--- config.mk ---
export PLATFORM = sky130hd
export DESIGN_NAME = irq_vec_ring
export DESIGN_NICKNAME = d
export VERILOG_FILES = /design/src/rtl/irq_ring_pkg.sv /design/src/rtl/irq_vec_pack.sv /design/src/rtl/irq_ring_store.sv /design/src/rtl/irq_ring_ctrl.sv /design/src/rtl/irq_vec_ring.sv
export SDC_FILE = /design/constraint.sdc
export NUM_CORES = 1
export LEC_CHECK = 0
export BUFFER_PORTS_ARGS = -buffer_cell sky130_fd_sc_hd__clkbuf_2
export CAP_MARGIN = 40
export CORE_MARGIN = 3
export CORE_UTILIZATION = 35
export DETAILED_ROUTE_END_ITERATION = 16
export GPL_TIMING_DRIVEN = 0
export PLACE_DENSITY_LB_ADDON = 0.3
export SYNTH_ARGS = -nofsm -noshare
export SYNTH_HDL_FRONTEND = slang
export SYNTH_HIERARCHICAL = 1
export SYNTH_SLANG_ARGS = --single-unit
export TNS_END_PERCENT = 5
--- constraint.sdc ---
create_clock -name clk -period 13.1 [get_ports clk]
set_input_delay 0.655 -clock clk [delete_from_list [all_inputs] [get_ports clk]]
set_output_delay 0.655 -clock clk [all_outputs]
set_load 0.02 [all_outputs]
--- src/rtl/irq_ring_pkg.sv ---
`timescale 1ns/1ps
package irq_ring_pkg;

    localparam int unsigned VEC_W          = 128;
    localparam int unsigned ENTRY_SHIFT    = 4;   // 16 bytes per vector
    localparam int unsigned MIN_LOG2_WORDS = 3;   // two entries

    // control register bit positions
    localparam int unsigned CB_RING_EN  = 0;
    localparam int unsigned CB_SIZE_LO  = 1;
    localparam int unsigned CB_SIZE_W   = 5;
    localparam int unsigned CB_INT_EN   = 6;
    localparam int unsigned CB_OVF_EN   = 7;
    localparam int unsigned CB_OVF_CLR  = 8;
    localparam int unsigned CB_WB_EN    = 9;
    localparam int unsigned CB_REARM    = 10;

    typedef enum logic [1:0] {
        SEL_CTRL   = 2'd0,
        SEL_RPTR   = 2'd1,
        SEL_WPTR   = 2'd2,
        SEL_MIRROR = 2'd3
    } reg_sel_e;

    typedef struct packed {
        logic [7:0]  src_id;
        logic [27:0] src_data;
        logic [7:0]  ring_id;
        logic [7:0]  vm_id;
        logic [15:0] pasid;
    } irq_event_t;

    function automatic logic [CB_SIZE_W-1:0] clamp_log2(
        input logic [CB_SIZE_W-1:0] req,
        input logic [CB_SIZE_W-1:0] lo,
        input logic [CB_SIZE_W-1:0] hi
    );
        if (req < lo) return lo;
        if (req > hi) return hi;
        return req;
    endfunction

endpackage

--- src/rtl/irq_vec_pack.sv ---
`timescale 1ns/1ps
module irq_vec_pack
    import irq_ring_pkg::*;
(
    input  irq_event_t        ev,
    output logic [VEC_W-1:0]  vec
);
    // assemble the vector field by field; every unnamed bit is zero
    always_comb begin
        vec          = '0;
        vec[7:0]     = ev.src_id;
        vec[59:32]   = ev.src_data;
        vec[71:64]   = ev.ring_id;
        vec[79:72]   = ev.vm_id;
        vec[95:80]   = ev.pasid;
    end
endmodule

--- src/rtl/irq_ring_store.sv ---
`timescale 1ns/1ps
module irq_ring_store #(
    parameter int unsigned IDX_W = 4,
    parameter int unsigned DAT_W = 128,
    localparam int unsigned DEPTH = 1 << IDX_W
) (
    input  logic              clk,
    input  logic              wr_en,
    input  logic [IDX_W-1:0]  wr_idx,
    input  logic [DAT_W-1:0]  wr_data,
    input  logic [IDX_W-1:0]  rd_idx,
    output logic [DAT_W-1:0]  rd_data
);
    logic [DAT_W-1:0] cell_q [DEPTH];

    always_ff @(posedge clk) begin
        if (wr_en) begin
            cell_q[wr_idx] <= wr_data;
        end
    end

    assign rd_data = cell_q[rd_idx];
endmodule

--- src/rtl/irq_ring_ctrl.sv ---
`timescale 1ns/1ps
module irq_ring_ctrl
    import irq_ring_pkg::*;
#(
    parameter int unsigned MAX_LOG2_WORDS = 6,
    localparam int unsigned PTR_W = MAX_LOG2_WORDS + 2,
    localparam int unsigned IDX_W = MAX_LOG2_WORDS - 2
) (
    input  logic              clk,
    input  logic              rst_n,
    input  logic              ev_valid,
    output logic              ev_ready,
    output logic              wr_en,
    output logic [IDX_W-1:0]  wr_idx,
    input  logic              host_wr,
    input  logic [1:0]        host_addr,
    input  logic [31:0]       host_wdata,
    output logic [31:0]       host_rdata,
    output logic              irq_pending,
    output logic              irq_retrig
);
    localparam logic [PTR_W-1:0] STEP      = PTR_W'(1 << ENTRY_SHIFT);
    localparam logic [PTR_W-1:0] ALIGN_MSK = ~PTR_W'((1 << ENTRY_SHIFT) - 1);
    localparam int unsigned      PAD_W     = 31 - PTR_W;

    typedef struct packed {
        logic                 ring_en;
        logic                 int_en;
        logic                 ovf_en;
        logic                 ovf_clr;
        logic                 wb_en;
        logic                 rearm;
        logic [CB_SIZE_W-1:0] size;
        logic [PTR_W-1:0]     wptr;
        logic [PTR_W-1:0]     rptr;
        logic                 ovf;
        logic [31:0]          mirror;
        logic                 retrig;
    } ctrl_state_t;

    ctrl_state_t st_d, st_q;

    logic [CB_SIZE_W-1:0] size_eff;
    logic [PTR_W-1:0]     ptr_mask;
    logic [PTR_W-1:0]     wptr_next;
    logic                 ring_full;
    logic                 active;
    logic                 accept;
    logic [31:0]          rdbk_q;
    logic [31:0]          rdbk_d;
    logic [PTR_W-1:0]     rptr_wr;
    logic                 ctrl_wr;
    logic                 rptr_wr_en;
    logic [20:0]          unused_hi;

    assign unused_hi  = host_wdata[31:11];
    assign ctrl_wr    = host_wr && (host_addr == SEL_CTRL);
    assign rptr_wr_en = host_wr && (host_addr == SEL_RPTR);

    always_comb begin
        size_eff  = clamp_log2(st_q.size, CB_SIZE_W'(MIN_LOG2_WORDS),
                               CB_SIZE_W'(MAX_LOG2_WORDS));
        ptr_mask  = PTR_W'((32'd4 << size_eff) - 32'd1);
        wptr_next = (st_q.wptr + STEP) & ptr_mask;
        ring_full = (wptr_next == st_q.rptr);
        active    = st_q.ring_en && st_q.int_en;
        ev_ready  = !active || st_q.ovf_en || !ring_full;
        accept    = ev_valid && active && (st_q.ovf_en || !ring_full);
        rptr_wr   = host_wdata[PTR_W-1:0] & ptr_mask & ALIGN_MSK;

        st_d        = st_q;
        st_d.retrig = 1'b0;

        if (accept) begin
            st_d.wptr = wptr_next;
            if (ring_full) begin
                st_d.ovf = 1'b1;
            end
        end

        if (ctrl_wr) begin
            st_d.ring_en = host_wdata[CB_RING_EN];
            st_d.size    = host_wdata[CB_SIZE_LO +: CB_SIZE_W];
            st_d.int_en  = host_wdata[CB_INT_EN];
            st_d.ovf_en  = host_wdata[CB_OVF_EN];
            st_d.ovf_clr = host_wdata[CB_OVF_CLR];
            st_d.wb_en   = host_wdata[CB_WB_EN];
            st_d.rearm   = host_wdata[CB_REARM];
            if (!host_wdata[CB_RING_EN]) begin
                st_d.int_en = 1'b0;
                st_d.wptr   = '0;
                st_d.rptr   = '0;
                st_d.ovf    = 1'b0;
            end
        end

        if (rptr_wr_en) begin
            st_d.rptr = rptr_wr;
            if (st_q.rearm && st_q.int_en && (rptr_wr != st_d.wptr)) begin
                st_d.retrig = 1'b1;
            end
        end

        if (st_d.ovf_clr) begin
            st_d.ovf = 1'b0;
        end

        rdbk_d = {st_d.ovf, {PAD_W{1'b0}}, st_d.wptr};
        if (st_d.wb_en) begin
            st_d.mirror = rdbk_d;
        end
    end

    always_ff @(posedge clk or negedge rst_n) begin
        if (!rst_n) begin
            st_q <= '0;
        end else begin
            st_q <= st_d;
        end
    end

    assign rdbk_q      = {st_q.ovf, {PAD_W{1'b0}}, st_q.wptr};
    assign wr_en       = accept;
    assign wr_idx      = st_q.wptr[PTR_W-1:ENTRY_SHIFT];
    assign irq_pending = st_q.int_en && ((st_q.wptr != st_q.rptr) || st_q.ovf);
    assign irq_retrig  = st_q.retrig;

    always_comb begin
        unique case (host_addr)
            SEL_CTRL:   host_rdata = {21'd0, st_q.rearm, st_q.wb_en, st_q.ovf_clr,
                                      st_q.ovf_en, st_q.int_en, st_q.size, st_q.ring_en};
            SEL_RPTR:   host_rdata = 32'(st_q.rptr);
            SEL_WPTR:   host_rdata = rdbk_q;
            default:    host_rdata = st_q.mirror;
        endcase
    end

    // ---------------- assertions ----------------
    AST_PTR_ALIGNED: assert property (@(posedge clk) disable iff (!rst_n)
        (st_q.wptr[ENTRY_SHIFT-1:0] == '0) && (st_q.rptr[ENTRY_SHIFT-1:0] == '0));

    AST_SIZE_RANGE: assert property (@(posedge clk) disable iff (!rst_n)
        (size_eff >= CB_SIZE_W'(MIN_LOG2_WORDS)) && (size_eff <= CB_SIZE_W'(MAX_LOG2_WORDS)));

    AST_DROP_HOLDS_PTR: assert property (@(posedge clk) disable iff (!rst_n)
        (!(st_q.ring_en && st_q.int_en) && !ctrl_wr) |=> $stable(st_q.wptr));

    AST_NO_SILENT_OVF: assert property (@(posedge clk) disable iff (!rst_n)
        (!st_q.ovf_en && !st_q.ovf && !ctrl_wr) |=> !st_q.ovf);

    AST_FLAG_STICKY: assert property (@(posedge clk) disable iff (!rst_n)
        (st_q.ovf && !ctrl_wr) |=> st_q.ovf);

    AST_CLR_MASKS_FLAG: assert property (@(posedge clk) disable iff (!rst_n)
        st_q.ovf_clr |-> !st_q.ovf);

    AST_DISABLE_RESETS: assert property (@(posedge clk) disable iff (!rst_n)
        (ctrl_wr && !host_wdata[CB_RING_EN]) |=>
        ((st_q.wptr == '0) && (st_q.rptr == '0) && !st_q.ovf && !st_q.int_en));

    AST_MIRROR_TRACKS: assert property (@(posedge clk) disable iff (!rst_n)
        st_q.wb_en |-> (st_q.mirror == rdbk_q));

    AST_RETRIG_CAUSE: assert property (@(posedge clk) disable iff (!rst_n)
        $rose(irq_retrig) |-> $past(rptr_wr_en));

endmodule

--- src/rtl/irq_vec_ring.sv ---
`timescale 1ns/1ps
module irq_vec_ring
    import irq_ring_pkg::*;
#(
    parameter int unsigned MAX_LOG2_WORDS = 6,
    localparam int unsigned IDX_W = MAX_LOG2_WORDS - 2
) (
    input  logic              clk,
    input  logic              rst_n,
    input  logic              ev_valid,
    output logic              ev_ready,
    input  logic [7:0]        ev_src_id,
    input  logic [27:0]       ev_src_data,
    input  logic [7:0]        ev_ring_id,
    input  logic [7:0]        ev_vm_id,
    input  logic [15:0]       ev_pasid,
    input  logic              host_wr,
    input  logic [1:0]        host_addr,
    input  logic [31:0]       host_wdata,
    output logic [31:0]       host_rdata,
    input  logic [IDX_W-1:0]  mem_rd_idx,
    output logic [VEC_W-1:0]  mem_rd_data,
    output logic              irq_pending,
    output logic              irq_retrig
);
    irq_event_t          ev;
    logic [VEC_W-1:0]    vec;
    logic                wr_en;
    logic [IDX_W-1:0]    wr_idx;

    assign ev = '{src_id: ev_src_id, src_data: ev_src_data, ring_id: ev_ring_id,
                  vm_id: ev_vm_id, pasid: ev_pasid};

    irq_vec_pack i_pack (
        .ev  (ev),
        .vec (vec)
    );

    irq_ring_ctrl #(
        .MAX_LOG2_WORDS (MAX_LOG2_WORDS)
    ) i_ctrl (
        .clk         (clk),
        .rst_n       (rst_n),
        .ev_valid    (ev_valid),
        .ev_ready    (ev_ready),
        .wr_en       (wr_en),
        .wr_idx      (wr_idx),
        .host_wr     (host_wr),
        .host_addr   (host_addr),
        .host_wdata  (host_wdata),
        .host_rdata  (host_rdata),
        .irq_pending (irq_pending),
        .irq_retrig  (irq_retrig)
    );

    irq_ring_store #(
        .IDX_W (IDX_W),
        .DAT_W (VEC_W)
    ) i_store (
        .clk     (clk),
        .wr_en   (wr_en),
        .wr_idx  (wr_idx),
        .wr_data (vec),
        .rd_idx  (mem_rd_idx),
        .rd_data (mem_rd_data)
    );
endmodule

==> results.yml, run 1 <==
logic_synthesis:
  yosys.cell_types.count: 62
  synthMostInstantiatedCell: "edfxtp_1"
  syn_area_um2: 80200
  synth.avg_cell_area_um2: 22.4
  synth_top_area_frac: 0.767
  synthFlopType: "edfxtp_1"
  yosysTopAreaCell: "edfxtp_1"
  synthTopCellsByCount: "2048 x edfxtp_1, 481 x mux4_2, 217 x a22oi_1"
  ys_async_sr_fraction: 0.0163
  syn_inst: 3580
  yosysWarnings: 6
  synth-seq-cells: 2082
  synth_edf_count: 2048
  synthTopCellsByArea: "edfxtp_1 77%, mux4_2 14%, a22oi_1 2.0%"
  ys_seq_area_frac: 0.778
worst_setup_path:
  startpoint_type: "flip-flop"
  r2r_start: "i_ctrl/wr_idx[1]"
  r2r_slack_ns: 8.27
  critPathKind: "flip-flop to flip-flop"
  cpMaxStageDelayCell: "dfrtp_1"
  required_ns: 13.62
  critPathMaxFanout: 11
  critical_path.endpoint_type: "flip-flop"
  cpMostUsedCell: "buf_4"
  cp-startpoint: "i_ctrl/wr_idx[1]"
  critPathMaxStageDelay_ns: 0.50
  rr_endpoint: "i_store/cell_q[4][115]"
  crit_path_end: "i_store/cell_q[4][115]"
  arrival_ns: 5.35
  reg2reg_depth: 16
  critical_path.cell_chain: "and4_1 -> nor4_4 -> xor2_2 -> nor3_4 -> a31oi_4 -> nand3b_1 -> nor3_2 -> buf_4 -> buf_6 -> buf_4 -> buf_6 -> buf_4 -> buf_6 -> buf_4 -> buf_4 -> buf_6"
clock_tree:
  post_cts_buffers: 0
  ctsRootBufferMaster: "clkbuf_16"
  path_clk_slew_ns: 0.06
  cts.sinks: 2082
  cts-resized-gates: 0
  clk_latency_ns: 0.82
  clk_path_buf_depth: 3
  cts_buffers: 203
  htreeDepth: 4
  cts_tree: "done"
route:
  drtPass1Iterations: 5
  wl_um: 209000
  ant_nets: 0
  wl_per_cell_um: 28.3
  drtIter0Drc: 4713
  drc_errors: 0
  vias: 38700
  viasPerCell: 5.23
sta:
  fmax_mhz: 207
  worst_slack_ns: 8.27
  finalMaxSlewViolations: 0
  fin_crit_sh: 0.369
  skew_ns: 0.0207
  min_period_ns: 4.83
  hold_viol: 0
  hold_ws_ns: 0.0673
  tightest_slew_ns: 0.911
  relSlewSlack: 0.393
  rsz0062_at_grt: "false"
  setup-violations-final: 0
final_layout:
  design_area_um2: 94600
  fin_nets: 4339
  syn2layout_area_growth_pct: 18.0
  drive_above_1_share: 0.342
  final_cells: 7403
global_routing:
  grt_pass1_wl_um: 297000
  gr-usage-all-layers: 0.176
  grt_max_degree: 24
  overflow: 0
  antenna_found_initial: 30
  grt_pass1_vias: 39500
placement:
  pre_cts_slack_ns: 8.29
  place_congestion: 0.745
  placedCellCount: 7029
  dp.final_hpwl_um: 139000
  io_buffer_count: 161
  place_area_um2: 88200
floorplanning:
  io_pins: 273
  start_util: 0.352
  core_area_um2: 227000
  die_w_um: 485
  die_area_um2: 235000
  fp-row-count: 175
  dieHeight_um: 485
run_status:
  status: "completed"
hold_path:
  min_from: "host_wdata[10]"
  min_path_type: "input port to flip-flop"
power_and_ir_drop:
  p_per_area_nw_per_um2: 148
  leakage_nw: 30.6
  ir_drop_uv: 142
  power_w: 0.0140
run:
  maxCapViolCount: 0
## cells in the final DEF, fill, tap and decap left out, drive strengths merged, types with 23 or more instances in the layout
cell type and n:
edfxtp 2048, mux4 481, clkbuf 474, buf 468
a22oi 217, nand2 108, clkinv 93, mux2 83
conb 82, nor2b 34, dfrtp 34, mux2i 30
nor2 28, o21ai 27, o221ai 23
## routing by layer
| metal | vias up | global-route usage | wire length, µm |
|---|---|---|---|
| met2 | 1411 | 0.285 | 101000 |
| li1 | 16200 | - | - |
| met3 | 285 | 0.0364 | 15200 |
| met1 | 20800 | 0.245 | 88200 |
| met5 | - | 0 | 122 |
| met4 | 22 | 0.0433 | 4760 |
## registers in the layout, summed over array words and instances (netlist names)
register / cells
i_ctrl/irq_retrig: 1
i_ctrl/rdbk_q: 5
i_ctrl/st_q: 24
i_ctrl/wr_idx: 4
i_store/cell_q: 2048
## critical path, delay by kind of cell (launching register included)
| family | cells | cell delay, ns |
|---|---|---|
| buffers and inverters | 9 | 1.78 |
| AO/OA/AOI/OAI | 1 | 0.43 |
| XOR/XNOR | 1 | 0.22 |
| flip-flops | 1 | 0.50 |
| AND/OR/NAND/NOR | 5 | 1.55 |
## through the flow
step	setup TNS (ns)	util
3_5_place_dp	0	0.387
6_report	0	0.416
3_3_place_gp	-9865.15	0.374
2_1_floorplan	0	-
5_1_grt	0	0.416
4_1_cts	0	0.416
## worst min path at each step
stage,depth (start not counted),endpoint
global placement,2,i_ctrl/st_q[7]
global route,2,i_ctrl/st_q[51]
detailed placement,2,i_ctrl/st_q[7]
CTS,2,i_ctrl/st_q[55]
finish,2,i_ctrl/st_q[55]
floorplan,0,i_ctrl/irq_retrig
## kinds of logic (layout without fill, tap and decap cells)
| logic type | count (synthesis) | count (layout) | synth area share |
|---|---|---|---|
| flip-flops | 2082 | 2082 | 0.778 |
| buffers and inverters | 342 | 1067 | 0.0257 |
| AO/OA/AOI/OAI | 312 | 312 | 0.0297 |
| adder cells (fa/ha/maj) | 2 | 2 | 0.000312 |
| AND/OR/NAND/NOR | 235 | 235 | 0.0145 |
| other | 3 | 92 | 0.000140 |
| XOR/XNOR | 10 | 10 | 0.00119 |
| multiplexers | 594 | 594 | 0.151 |
## power by group
part / switching, W / internal [W]
registers: 0.0000243 / 0.00737
clock network: 0.00246 / 0.00321
logic: 0.000573 / 0.000327
total: 0.00305 / 0.0109
## layout make-up
cell class,count,area [µm²]
Fill cell,19700,133000
Sequential cell,2082,62300
Multi-Input combinational cell,1235,16200
Clock buffer,245,5370
Timing Repair Buffer,363,3840
Tap cell,3009,3760
Buffer,336,2040
Clock inverter,117,991
Antenna cell,10,25.0
Inverter,6,22.5
## what timing repair did
item,CTS,global route
endpoints found under the setup margin,0,0
hold buffers,2,0
hold endpoints to repair,35,0
Note: power is estimated with default switching activity, not from simulation.
==> inputs of run 2 (changes only) <==
- clock period: 13.1 -> 3.9 ns (I/O delays scaled with it)
==> run 2 against run 1 <==
Effect of this change: the run now ends with setup timing left; die area unchanged; final cell count up 1.1%; via count up 0.61%; combinational power rose to 3.5 times the previous value.
==> results.yml, run 2 (synthesized netlist as in run 1, its figures left out) <==
run_status:
  status: "finished with violations"
  violations: "setup timing"
clock_tree:
  ctsRootBufferMaster: "clkbuf_16"
  path_clk_slew_ns: 0.06
  clk_path_buf_depth: 3
  cts_tree: "done"
  clk_latency_ns: 0.84
  htreeDepth: 4
  cts.sinks: 2082
  cts_buffers: 202
route:
  drc_errors: 0
  drtIter0Drc: 4578
  wl_um: 209000
  vias: 39000
  drtPass1Iterations: 6
  ant_nets: 0
  viasPerCell: 5.20
  wl_per_cell_um: 27.8
sta:
  worst_slack_ns: -0.0284
  min_period_ns: 3.93
  tightest_slew_ns: 0.889
  fin_crit_sh: 1.01
  setup-violations-final: 21
  rsz0062_at_grt: "true"
  skew_ns: 0.0254
  hold_viol: 0
  fmax_mhz: 255
  finalMaxSlewViolations: 0
  relSlewSlack: 0.407
  fin_setup_tns_ns: -0.355
worst_setup_path:
  startpoint_type: "flip-flop"
  arrival_ns: 4.44
  critPathKind: "flip-flop to flip-flop"
  required_ns: 4.42
  critical_path.endpoint_type: "flip-flop"
  critPathMaxFanout: 17
floorplanning:
  die_w_um: 485
  start_util: 0.352
  core_area_um2: 227000
  dieHeight_um: 485
  io_pins: 273
  die_area_um2: 235000
  fp-row-count: 175
global_routing:
  overflow: 0
  grt_pass1_wl_um: 297000
  grt_pass1_vias: 39900
  grt_max_degree: 22
  antenna_found_initial: 19
  gr-usage-all-layers: 0.176
power_and_ir_drop:
  leakage_nw: 31.1
  p_per_area_nw_per_um2: 490
  ir_drop_uv: 469
final_layout:
  final_cells: 7488
  syn2layout_area_growth_pct: 19.9
  mostFrequentLayoutCell: "edfxtp_1"
  fill_cells: 19600
  seqCellArea_um2: 62400
  regMostFlops: "i_store/cell_q"
  multi_input_area_um2: 16200
  fin_nets: 4405
  layout_common_cells: "2048 x edfxtp_1, 481 x mux4_2, 217 x a22oi_1"
  drive_above_1_share: 0.332
  largest_reg_flops: 2048
hold_path:
  min_path_type: "input port to flip-flop"
run:
  maxCapViolCount: 0
placement:
  dp.final_hpwl_um: 138000
  placedCellCount: 6998
  io_buffer_count: 161
  place_congestion: 0.753
run 2: final timing paths:
path / start / end / slack, ns / cells after the start
max: i_ctrl/wr_idx[1] / i_store/cell_q[5][109] / -0.03 / 11
min: host_addr[0] / i_ctrl/st_q[56] / 0.12 / 4
max reg2reg: i_ctrl/wr_idx[1] / i_store/cell_q[5][109] / -0.03 / 11
min reg2reg: i_ctrl/st_q[7] / i_ctrl/st_q[7] / 0.48 / 2
max in group asynchronous: rst_n / i_ctrl/st_q[5] / 2.25 / 4
min in group asynchronous: rst_n / i_ctrl/st_q[7] / 0.42 / 4
run 2: stage by stage:
step	setup WS [ns]	power, W	hold WS (ns)	instance area, µm²	utilization
2_1_floorplan	-1.64	0.0272	-0.101	80600	-
3_3_place_gp	-6.37	0.0283	0.353	85200	0.374
3_5_place_dp	-0.431	0.0284	0.200	88500	0.389
4_1_cts	-0.134	0.0475	0.0596	96000	0.422
5_1_grt	-0.265	0.0486	0.116	96100	0.422
6_report	-0.0284	0.0471	0.122	96100	0.422
run 2: final cells by class:
type | count | share of cell area
sequential | 2082 | 0.649
antenna | 11 | 0.000286
tap | 3009 | 0.0392
buffer | 336 | 0.0212
clock inverter | 127 | 0.0117
multi-input combinational | 1235 | 0.168
timing repair buffer | 430 | 0.0549
clock buffer | 252 | 0.0552
inverter | 6 | 0.000234
run 2: metal layers:
| layer | GRT usage | share of wire |
|---|---|---|
| met1 | 0.247 | 0.43 |
| met2 | 0.283 | 0.48 |
| met3 | 0.0348 | 0.070 |
| met4 | 0.0428 | 0.023 |
| met5 | 0 | 0.000062 |
run 2: report_power, final:
part / total (W) / internal [W] / switching (W) / leakage (nW)
registers: 0.0248 / 0.0247 / 0.0000816 / 18.9
logic: 0.00315 / 0.00118 / 0.00197 / 9.09
clock network: 0.0191 / 0.0107 / 0.00837 / 3.15
total: 0.0471 / 0.0366 / 0.0104 / 31.1
run 2: repair_timing:
item | in CTS | in global routing
setup buffers | 9 | 1
endpoints found under the hold margin | 1150 | 0
resized for setup | 9 | 11
hold buffers | 90 | 0
pin swaps | 6 | 3
setup endpoints to repair | 286 | 374
run 2: worst max-delay path, stage by stage (launching register included):
cell      delay [ns]
dfrtp_2         0.48
ha_1            0.35
o31ai_2         0.09
xor2_1          0.17
nand2b_1        0.11
mux2i_2         0.14
a31oi_4         0.42
nand3b_1        0.40
nor2_4          0.78
buf_16          0.24
buf_16          0.18
buf_16          0.19
